<file path="src/rtl/cmac_addr_pkg.sv">
package cmac_addr_pkg;

    localparam int unsigned ADDR_W = 16;

    typedef enum logic [1:0] {
        ST_IDLE = 2'd0,
        ST_SCAN = 2'd1,
        ST_HOLD = 2'd2
    } scan_state_e;

    // lowest interval edge of a level: the shift itself, or one width up when unshifted
    function automatic int lowest_edge(input int shift, input int width);
        return (shift == 0) ? width : shift;
    endfunction

    // number of interior edges strictly below the upper bound
    function automatic int edge_count(input int range_u, input int width, input int shift);
        int n;
        n = 0;
        for (int b = lowest_edge(shift, width); b < range_u; b += width) begin
            n++;
        end
        return n;
    endfunction

    function automatic int edge_pos(input int shift, input int width, input int k);
        return lowest_edge(shift, width) + k * width;
    endfunction

endpackage

</file>
<file path="src/rtl/cmac_interval_quant.sv">
module cmac_interval_quant
    import cmac_addr_pkg::*;
#(
    parameter int IN_W    = 12,
    parameter int RANGE_U = 1200,
    parameter int FIELD_W = 600,
    parameter int SHIFT   = 0,
    parameter int CNT_W   = 2
) (
    input  logic signed [IN_W-1:0] comp_val,
    output logic [CNT_W-1:0]       interval_idx
);

    localparam int NUM_EDGES = edge_count(RANGE_U, FIELD_W, SHIFT);
    localparam int SLOTS     = (NUM_EDGES > 0) ? NUM_EDGES : 1;

    logic signed [31:0] val_ext;
    logic [SLOTS-1:0]   at_or_above;

    assign val_ext = {{(32-IN_W){comp_val[IN_W-1]}}, comp_val};

    // thermometer of edges at or below the value; clamping falls out of it
    for (genvar k = 0; k < SLOTS; k++) begin : g_edge
        localparam int signed EDGE = edge_pos(SHIFT, FIELD_W, k);
        if (k < NUM_EDGES) begin : g_live
            assign at_or_above[k] = (val_ext >= EDGE);
        end else begin : g_none
            assign at_or_above[k] = 1'b0;
        end
    end

    always_comb begin
        interval_idx = '0;
        for (int k = 0; k < SLOTS; k++) begin
            interval_idx = interval_idx + CNT_W'(at_or_above[k]);
        end
    end

endmodule

</file>
<file path="src/rtl/cmac_level_fold.sv">
module cmac_level_fold
    import cmac_addr_pkg::*;
#(
    parameter int LEVEL_CNT = 3,
    parameter int HASH      = 31,
    parameter int CNT_W     = 2
) (
    input  logic              clk,
    input  logic              rst_n,
    input  logic              start,
    input  logic              step,
    input  logic [CNT_W-1:0]  interval_idx,
    output logic [ADDR_W-1:0] work_addr
);

    localparam int PROD_W   = ADDR_W + CNT_W + 1;
    localparam int MOD_ITER = LEVEL_CNT + 1;

    logic [ADDR_W-1:0] acc_q;
    logic [ADDR_W-1:0] weight_q;
    logic [PROD_W-1:0] acc_sum;
    logic [PROD_W-1:0] weight_prod;

    // operands stay below (LEVEL_CNT+1)*HASH, so bounded subtraction reduces them
    function automatic logic [ADDR_W-1:0] reduce(input logic [PROD_W-1:0] v);
        logic [PROD_W-1:0] r;
        r = v;
        for (int i = 0; i < MOD_ITER; i++) begin
            if (r >= PROD_W'(HASH)) begin
                r = r - PROD_W'(HASH);
            end
        end
        return r[ADDR_W-1:0];
    endfunction

    assign acc_sum     = PROD_W'(acc_q) + PROD_W'(interval_idx) * PROD_W'(weight_q);
    assign weight_prod = PROD_W'(weight_q) * PROD_W'(LEVEL_CNT);

    always_ff @(posedge clk or negedge rst_n) begin
        if (!rst_n) begin
            acc_q    <= '0;
            weight_q <= '0;
        end else if (start) begin
            acc_q    <= '0;
            weight_q <= reduce(PROD_W'(1));
        end else if (step) begin
            acc_q    <= reduce(acc_sum);
            weight_q <= reduce(weight_prod);
        end
    end

    assign work_addr = acc_q;

endmodule

</file>
<file path="src/rtl/cmac_scan_ctrl.sv">
module cmac_scan_ctrl
    import cmac_addr_pkg::*;
#(
    parameter int N_COMP = 4,
    parameter int IDX_W  = 2
) (
    input  logic             clk,
    input  logic             rst_n,
    input  logic             in_valid,
    input  logic             out_ready,
    output logic             in_ready,
    output logic             out_valid,
    output logic             start,
    output logic             step,
    output logic [IDX_W-1:0] comp_idx
);

    scan_state_e state_q;
    scan_state_e state_d;
    logic        last_comp;

    assign last_comp = (comp_idx == IDX_W'(N_COMP - 1));

    always_ff @(posedge clk or negedge rst_n) begin
        if (!rst_n) begin
            state_q <= ST_IDLE;
        end else begin
            state_q <= state_d;
        end
    end

    always_comb begin
        state_d = state_q;
        unique case (state_q)
            ST_IDLE: if (in_valid)  state_d = ST_SCAN;
            ST_SCAN: if (last_comp) state_d = ST_HOLD;
            ST_HOLD: if (out_ready) state_d = ST_IDLE;
            default:                state_d = ST_IDLE;
        endcase
    end

    always_comb begin
        in_ready  = 1'b0;
        out_valid = 1'b0;
        step      = 1'b0;
        unique case (state_q)
            ST_IDLE: in_ready  = 1'b1;
            ST_SCAN: step      = 1'b1;
            ST_HOLD: out_valid = 1'b1;
            default: ;
        endcase
    end

    assign start = in_ready && in_valid;

    always_ff @(posedge clk or negedge rst_n) begin
        if (!rst_n) begin
            comp_idx <= '0;
        end else if (start) begin
            comp_idx <= '0;
        end else if (step && !last_comp) begin
            comp_idx <= comp_idx + IDX_W'(1);
        end
    end

endmodule

</file>
<file path="src/rtl/cmac_addr_gen.sv">
module cmac_addr_gen
    import cmac_addr_pkg::*;
#(
    parameter int N_COMP   = 4,
    parameter int LEVELS   = 5,
    parameter int IN_W     = 12,
    parameter int RANGE_U  = 1200,
    parameter int FIELD_W  = 600,
    parameter int OFS_STEP = 120,
    parameter logic [LEVELS*16-1:0] HASH_SIZES = {16'd97, 16'd61, 16'd37, 16'd31, 16'd13}
) (
    input  logic                     clk,
    input  logic                     rst_n,
    input  logic                     in_valid,
    output logic                     in_ready,
    input  logic [N_COMP*IN_W-1:0]   in_vec,
    output logic                     out_valid,
    input  logic                     out_ready,
    output logic [LEVELS*ADDR_W-1:0] out_addr
);

    localparam int IDX_W = (N_COMP > 1) ? $clog2(N_COMP) : 1;
    localparam int MAX_M = RANGE_U / FIELD_W + 2;
    localparam int CNT_W = $clog2(MAX_M + 1);

    logic                   start;
    logic                   step;
    logic [IDX_W-1:0]       comp_idx;
    logic signed [IN_W-1:0] vec_q [N_COMP];
    logic signed [IN_W-1:0] cur_comp;

    cmac_scan_ctrl #(
        .N_COMP (N_COMP),
        .IDX_W  (IDX_W)
    ) ctrl_i (
        .clk       (clk),
        .rst_n     (rst_n),
        .in_valid  (in_valid),
        .out_ready (out_ready),
        .in_ready  (in_ready),
        .out_valid (out_valid),
        .start     (start),
        .step      (step),
        .comp_idx  (comp_idx)
    );

    for (genvar i = 0; i < N_COMP; i++) begin : g_cap
        always_ff @(posedge clk or negedge rst_n) begin
            if (!rst_n) begin
                vec_q[i] <= '0;
            end else if (start) begin
                vec_q[i] <= in_vec[i*IN_W +: IN_W];
            end
        end
    end

    assign cur_comp = vec_q[comp_idx];

    for (genvar j = 0; j < LEVELS; j++) begin : g_level
        localparam int SHIFT = j * OFS_STEP;
        localparam int CNT   = edge_count(RANGE_U, FIELD_W, SHIFT) + 1;
        localparam int HASH  = int'(HASH_SIZES[j*16 +: 16]);

        logic [CNT_W-1:0] idx;

        cmac_interval_quant #(
            .IN_W    (IN_W),
            .RANGE_U (RANGE_U),
            .FIELD_W (FIELD_W),
            .SHIFT   (SHIFT),
            .CNT_W   (CNT_W)
        ) quant_i (
            .comp_val     (cur_comp),
            .interval_idx (idx)
        );

        cmac_level_fold #(
            .LEVEL_CNT (CNT),
            .HASH      (HASH),
            .CNT_W     (CNT_W)
        ) fold_i (
            .clk          (clk),
            .rst_n        (rst_n),
            .start        (start),
            .step         (step),
            .interval_idx (idx),
            .work_addr    (out_addr[j*ADDR_W +: ADDR_W])
        );
    end

endmodule

</file>
<file path="config.mk">
export PLATFORM = sky130hd
export DESIGN_NAME = cmac_addr_gen
export DESIGN_NICKNAME = d
export VERILOG_FILES = /design/src/rtl/cmac_addr_pkg.sv /design/src/rtl/cmac_interval_quant.sv /design/src/rtl/cmac_level_fold.sv /design/src/rtl/cmac_scan_ctrl.sv /design/src/rtl/cmac_addr_gen.sv
export SDC_FILE = /design/constraint.sdc
export NUM_CORES = 2
export LEC_CHECK = 0
export BUFFER_PORTS_ARGS = -buffer_cell sky130_fd_sc_hd__buf_2
export CAP_MARGIN = 40
export CORE_UTILIZATION = 25
export CTS_CLUSTER_SIZE = 40
export DETAILED_ROUTE_END_ITERATION = 10
export SLEW_MARGIN = 20
export SYNTH_ARGS = -nofsm -noshare
export SYNTH_HDL_FRONTEND = slang
export SYNTH_SLANG_ARGS = --single-unit
</file>
<file path="constraint.sdc">
create_clock -name clk -period 13.6 [get_ports clk]
set_input_delay 2.72 -clock clk [delete_from_list [all_inputs] [get_ports clk]]
set_output_delay 2.72 -clock clk [all_outputs]
set_load 0.01 [all_outputs]
</file>
Word-level counts from Yosys, hierarchy flattened

Cells that the tools add are included.

Magnitude comparators: 48
Reduce and logical (&&, ||, !) cells: 7
Muxes and demuxes: 126
Eq/ne operators: 6
Bitwise operators: 1
Add/sub/neg operators: 48
Multipliers: 9

Operator list:

| kind                                                   | count |
|---|---|
| 2-to-1 mux 20 bit                                      | 84 |
| 2-to-1 mux 16 bit                                      | 30 |
| >= comparator 20 x 6 -> 1 bit (second input constant)  | 14 |
| subtractor 20 x 6 -> 20 bit (second input constant)    | 10 |
| >= comparator 20 x 5 -> 1 bit (second input constant)  | 7 |
| >= comparator 20 x 7 -> 1 bit (second input constant)  | 7 |
| adder 16 x 19 -> 20 bit                                | 5 |
| >= comparator 20 x 4 -> 1 bit (second input constant)  | 5 |
| subtractor 20 x 5 -> 20 bit (second input constant)    | 5 |
| subtractor 20 x 7 -> 20 bit (second input constant)    | 5 |
| multiplier 16 x 2 -> 18 bit (second input constant)    | 4 |
| multiplier 2 x 16 -> 18 bit                            | 4 |
| subtractor 16 x 6 -> 16 bit (second input constant)    | 4 |
| subtractor 20 x 4 -> 20 bit (second input constant)    | 3 |
| >= comparator 12 x 11 -> 1 bit (second input constant) | 4 |
| subtractor 18 x 6 -> 19 bit (second input constant)    | 2 |
| >= comparator 18 x 6 -> 1 bit (second input constant)  | 2 |
| subtractor 16 x 4 -> 16 bit (second input constant)    | 2 |
| subtractor 16 x 5 -> 16 bit (second input constant)    | 2 |
| subtractor 16 x 7 -> 16 bit (second input constant)    | 2 |
| binary-select mux 12 bit (select 2 bit)                | 1 |
| >= comparator 12 x 10 -> 1 bit (second input constant) | 2 |
| 2-to-1 mux 12 bit                                      | 2 |
| subtractor 18 x 5 -> 19 bit (second input constant)    | 1 |
| other kinds (25)                                       | 38 |

Register bits: 212

Logic depth before layout (Yosys ltp)

Depth in word-level cells: 24
Gate-level depth with buffers: 61
Mapped depth without buffers: 53

Hierarchy

A second synthesis with hierarchy kept.

Cells, all modules: 6635
Area total of the unflattened synthesis: 50094.3 um^2

By module, submodules not included:

| module                                        | seq. area each (um^2) | area each (um^2) | times used | cells an instance |
|---|---|---|---|---|
| cmac_level_fold at g_level[2].fold_i          | 800.8                 | 10478.8          | 1          | 1434 |
| cmac_level_fold at g_level[4].fold_i          | 800.8                 | 10420.0          | 1          | 1386 |
| cmac_level_fold at g_level[1].fold_i          | 800.8                 | 10033.4          | 1          | 1414 |
| cmac_level_fold at g_level[3].fold_i          | 800.8                 | 9673.0           | 1          | 1304 |
| cmac_level_fold at g_level[0].fold_i          | 800.8                 | 6856.6           | 1          | 912 |
| cmac_addr_gen                                 | 1201.2                | 2075.7           | 1          | 115 |
| cmac_scan_ctrl                                | 100.1                 | 227.7            | 1          | 21 |
| cmac_interval_quant at g_level[1].quant_i ... | 0.0                   | 67.6             | 2          | 10 |
| cmac_interval_quant at g_level[3].quant_i     | 0.0                   | 71.3             | 1          | 9 |
| cmac_interval_quant at g_level[2].quant_i     | 0.0                   | 68.8             | 1          | 11 |
| cmac_interval_quant at g_level[0].quant_i     | 0.0                   | 53.8             | 1          | 9 |

Worst setup path before layout

No wires, ideal clock.

Path type: flip-flop to flip-flop
From: register ctrl_i.comp_idx[0]
To: register g_level[2].fold_i.acc_q[11]
Cell stages (with the launch flop): 59
Slack: 249 ps
Arrival: 13229 ps
Library setup time: 122 ps
Buffers on the path: 9
Clock period less this slack: 13351 ps
Cell sequence: dfrtp_1 buf_1 mux4_2 and2_1 a2111oi_0 nor2_1 ha_1 clkbuf_1 and2_1 ha_1 a2111oi_0 o21ai_0 and3_1 nor2_1 nor2_1 nor3_1 nor2_1 ha_1 (+23 left out) ha_1 buf_1 or4_1 o211ai_1 o21ai_1 and4_1 buf_2 xnor2_1 inv_1 ha_1 or3_1 o21ai_0 o32ai_1 nor4b_2 and3_1 buf_2 or4_1 a32o_1

Cells in the longest elaborated chain, start to end: 24
Elaborated cells between the ends (all ways): 29

RTL lines:

| element                                                                                | RTL line                                     | text |
|---|---|---|
| from (decl)                                                                            | cmac_scan_ctrl.sv:15                         | `output logic [IDX_W-1:0] comp_idx` |
| from (signal assigned)                                                                 | cmac_scan_ctrl.sv:62                         | `comp_idx <= comp_idx + IDX_W'(1);` |
| NOT 2 -> 3 bit (not written as such) (*)                                               | cmac_addr_gen.sv:57                          | `assign cur_comp = vec_q[comp_idx];` |
| binary-select mux 12 bit (select 2 bit) (*)                                            | cmac_addr_gen.sv:57                          |  |
| 2-to-1 mux 12 bit (not written as such) (*) (2 in a row)                               | cmac_addr_gen.sv:57                          |  |
| >= comparator 12 x 9 -> 1 bit / >= comparator 12 x 11 -> 1 bit (equally long branches) | cmac_interval_quant.sv:26                    | `assign at_or_above[k] = (val_ext >= EDGE);` |
| adder 1 x 1 -> 2 bit (*)                                                               | cmac_interval_quant.sv:35                    | `interval_idx = interval_idx + CNT_W'(at_or_above[k]);` |
| multiplier 2 x 16 -> 18 bit (*)                                                        | cmac_level_fold.sv:36                        | `assign acc_sum = PROD_W'(acc_q) + PROD_W'(interval_idx) * PROD_W'(weight_q);` |
| adder 16 x 19 -> 20 bit (*)                                                            | cmac_level_fold.sv:36                        |  |
| subtractor 20 x 6 -> 20 bit / >= comparator 20 x 6 -> 1 bit (equally long branches)    | cmac_level_fold.sv:30, cmac_level_fold.sv:29 |  |
| (+7 left out)                                                                          | -                                            |  |
| subtractor 20 x 6 -> 20 bit / >= comparator 20 x 6 -> 1 bit (equally long branches)    | cmac_level_fold.sv:30, cmac_level_fold.sv:29 |  |
| 2-to-1 mux 20 bit (*)                                                                  | cmac_level_fold.sv:29                        | `if (r >= PROD_W'(HASH)) begin` |
| 2-to-1 mux 20 bit (*)                                                                  | cmac_level_fold.sv:46                        | `end else if (step) begin` |
| 2-to-1 mux 20 bit (*)                                                                  | cmac_level_fold.sv:43                        | `end else if (start) begin` |
| subtractor 16 x 6 -> 16 bit / >= comparator 20 x 6 -> 1 bit (equally long branches)    | cmac_level_fold.sv:30, cmac_level_fold.sv:29 |  |
| 2-to-1 mux 16 bit (*)                                                                  | cmac_level_fold.sv:29                        |  |
| 2-to-1 mux 16 bit (*)                                                                  | cmac_level_fold.sv:46                        |  |
| 2-to-1 mux 16 bit (*)                                                                  | cmac_level_fold.sv:43                        |  |
| to (signal assigned)                                                                   | cmac_level_fold.sv:47                        | `acc_q <= reduce(acc_sum);` |
| to (decl)                                                                              | cmac_level_fold.sv:19                        | `logic [ADDR_W-1:0] acc_q;` |

Mark *: on every way between the ends. The rest lies on a longest branch, timed or not. The select of a mux whose other input is x is not followed.
A chain may end at the register's enable or synchronous reset.

Final worst setup path

Same ends and word-level chain as after synthesis.

==> metrics.txt <==
worst slack at placement=702.5 ps; syn_area_per_cell=7.035 um^2; Synth-to-Final Area Change=9.039%; Clock Latency Late Sink=530 ps; Die X=423.3 um; CP Capture Type=flop; CP peak stage delay=660 ps; Worst Hold Depth=2; setup_tns=0 ps; final WL=152,200 um; GP Congestion=0.9558; via count=48.71k; Least-Margin Pin Slew=1069 ps; WP data arrival=13,140 ps; Initial Utilization=0.2519; Hold Path Sink=vec_q[9]; GRT Total Usage=0.1610; R2R Setup Slk=880 ps; r2r worst-path depth=48; Final Max Tran Viols=0; grt total ovfl=0; Worst Setup Path Type=reg -> reg; register bit total from synthesis=200; final worst setup slack=876.4 ps; register area share after synthesis=0.1128; reg2reg end=g_level[2].fold_i.work_addr[11]; post-synth cell types=127; Final Hold Vio Count=0; Rows=154; Gate Count Post-Synth=6,306; final setup fails=0; Yosys top cell by area=dfrtp_1; CTS Root Cell=clkbuf_16; Startpoint Class=flop; die area=0.1791 mm^2; CP Launch Point=ctrl_i.comp_idx[0]; largest net degree at the start of global routing=87; global-route wire length before repair=240,300 um; hpwl dp=121,700 um; number of global-route vias before repair=44.24k; CTS tree=yes; Post-CTS Hold Buffers=0; Max clock buf depth=2; Worst Hold Class=reg -> reg; Max-slew headroom=0.2874; Ports=134; top cells by area, synth=dfrtp_1 11%, xnor2_1 7.3%, ha_1 7.0%; Residual DRC=0; FILL cells=19.29k; H-tree depth=4; Final Cell Area=0.04838 mm^2; # port buffers=121; CTS buffer count=17; Post-synth ARST share=1.000; status=completed; Num Clock Sinks=200; Clock Pin Slew Worst Setup and Hold Paths=90 ps; Synth top area share=0.1128; Fmax achieved=78.59 MHz; wire per inst=17.62 um; Crit path required time=14,020 ps; Mapped Area=0.04437 mm^2; layout net count=6,627; Placement Cell Area=0.04760 mm^2; initial antenna violation count=6; Via density=5.636; number of synthesized flops with an enable pin=0; 1st-pass router iterations=6; worst reg2reg startpoint=ctrl_i.comp_idx[0]; final period utilization=0.9356; min-delay src=vec_q[9]; crit path max fanout=10; syn nets=6,647; Final Skew=21.68 ps; Final ANT Viol Nets=0; number of synthesis warnings=0; MaxCap Viol Count=0; core area=0.1761 mm^2; Primary FF master, synth=dfrtp_1; initial DRC count=4,200; Post-CTS Setup Inserts=0; Tmin final=12,720 ps; Slowest cell on crit path=mux4_2; Die Y=423.3 um; share of layout cells above drive strength 1=0.07700
## metal layers
metal	wire length (um)	part of all wire	up-vias	global-route usage
li1	-	-	23700	-
met1	67750	0.44	23280	0.2110
met2	71640	0.47	1500	0.2724
met3	6361	0.042	226	0.009698
met4	6473	0.043	2	0.06769
met5	20	0.00013	-	0
## flip-flops by register name, indices dropped and copies added (netlist names)
signal                    count
ctrl_i.comp_idx               2
ctrl_i.state_q                2
g_level.fold_i.weight_q      80
g_level.fold_i.work_addr     80
vec_q                        36
## cells in the mapped netlist (28+ instances only)
master     count
dfrtp_1      200
a211o_1       58
nor4_1        81
o211a_1       34
o21bai_1      32
nand3b_1      29
nor2_1       523
nor2b_1       50
or3_1         86
nand2b_1      61
fa_1          41
nand3_1      289
o21a_1        75
inv_1        259
nor3b_1       33
buf_2         28
xor2_1       136
a31oi_1       94
o21ai_0      366
and3_1       103
nand4_1       93
clkbuf_1     219
a2111oi_0     38
nand2_1      690
xnor2_1      369
mux2i_1       59
a21oi_1      365
o22ai_1       42
a21o_1       115
o31ai_1       66
o21ai_1       33
ha_1         248
or2_2         50
or4_1         32
mux2_2        33
nor3_1       230
and2_1       176
a211oi_1     132
o211ai_1      92
## final cells by class
cell class / instances / area [um^2] / area share
clock buffers: 17 / 425.4 / 0.008794
flip-flops and latches: 200 / 5006 / 0.1035
well taps: 2340 / 2928 / 0.06052
diodes: 3 / 7.507 / 0.0001552
multi-input cells: 5573 / 37320 / 0.7716
repair buffers: 235 / 1533 / 0.03168
inverters: 259 / 972.2 / 0.02010
clock inverters: 15 / 178.9 / 0.003699
## cells by family (layout without fill, tap and decap cells)
kind of cell,count (synthesis),in the layout,synth area share
adder cells (fa/ha/maj),291,291,0.08889
other,0,3,0
XOR/XNOR,505,505,0.09970
buffers and inverters,533,526,0.04724
flip-flops,200,200,0.1128
multiplexers,103,103,0.02690
AND/OR/NAND/NOR,2677,2677,0.3092
AO/OA/AOI/OAI,1997,1997,0.3153
## per-stage QoR
step | util | hold WS (ps) | instances
6_report | 0.2747 | 479.9 | 8642
5_1_grt | 0.2747 | 495.0 | 8640
4_1_cts | 0.2737 | 480.5 | 8629
3_5_place_dp | 0.2703 | 457.3 | 8597
3_3_place_gp | 0.2700 | 456.3 | 8587
2_1_floorplan | - | 440.1 | 6306
## critical path, delay by kind of cell, from the launching register on
family / cells / cell delay [ps]
AOI/OAI and AO/OA: 15 / 3850
xor gates and xnor gates: 2 / 330
adders and majority gates: 7 / 2190
buffers and inverters: 3 / 480
DFF: 1 / 350
muxes: 2 / 940
and+or+nand+nor: 19 / 4450
## timing repair
item | in CTS | in global routing
endpoints found under the setup margin | 0 | 13
endpoints found under the hold margin | 0 | 0
gates resized for setup | 0 | 6
## worst max-delay path by stage
stage / endpoint / slack [ps] / depth (start not counted)
final: g_level[2].fold_i.work_addr[11] / 880 / 48
after global placement: g_level[2].fold_i.work_addr[11] / 740 / 51
after floorplan: g_level[2].fold_i.work_addr[11] / 250 / 58
after detailed placement: g_level[2].fold_i.work_addr[11] / 700 / 50
after global routing: g_level[2].fold_i.work_addr[11] / -9 / 52
after CTS: g_level[2].fold_i.work_addr[11] / 650 / 50
## cell usage in the layout (no fill, tap or decap), drive strengths merged, types with 103 or more instances in the layout
| master | count |
|---|---|
| nand3 | 292 |
| nand2 | 690 |
| a21o | 115 |
| nor2 | 524 |
| inv | 266 |
| and3 | 103 |
| xor2 | 136 |
| ha | 248 |
| a21oi | 370 |
| a211oi | 136 |
| and2 | 186 |
| xnor2 | 369 |
| dfrtp | 200 |
| nor3 | 237 |
| buf | 232 |
| o21ai | 401 |
Power is left out: the tool's default activity adds up to more than one toggle a clock period on the data nets, which glitch-free logic cannot reach.
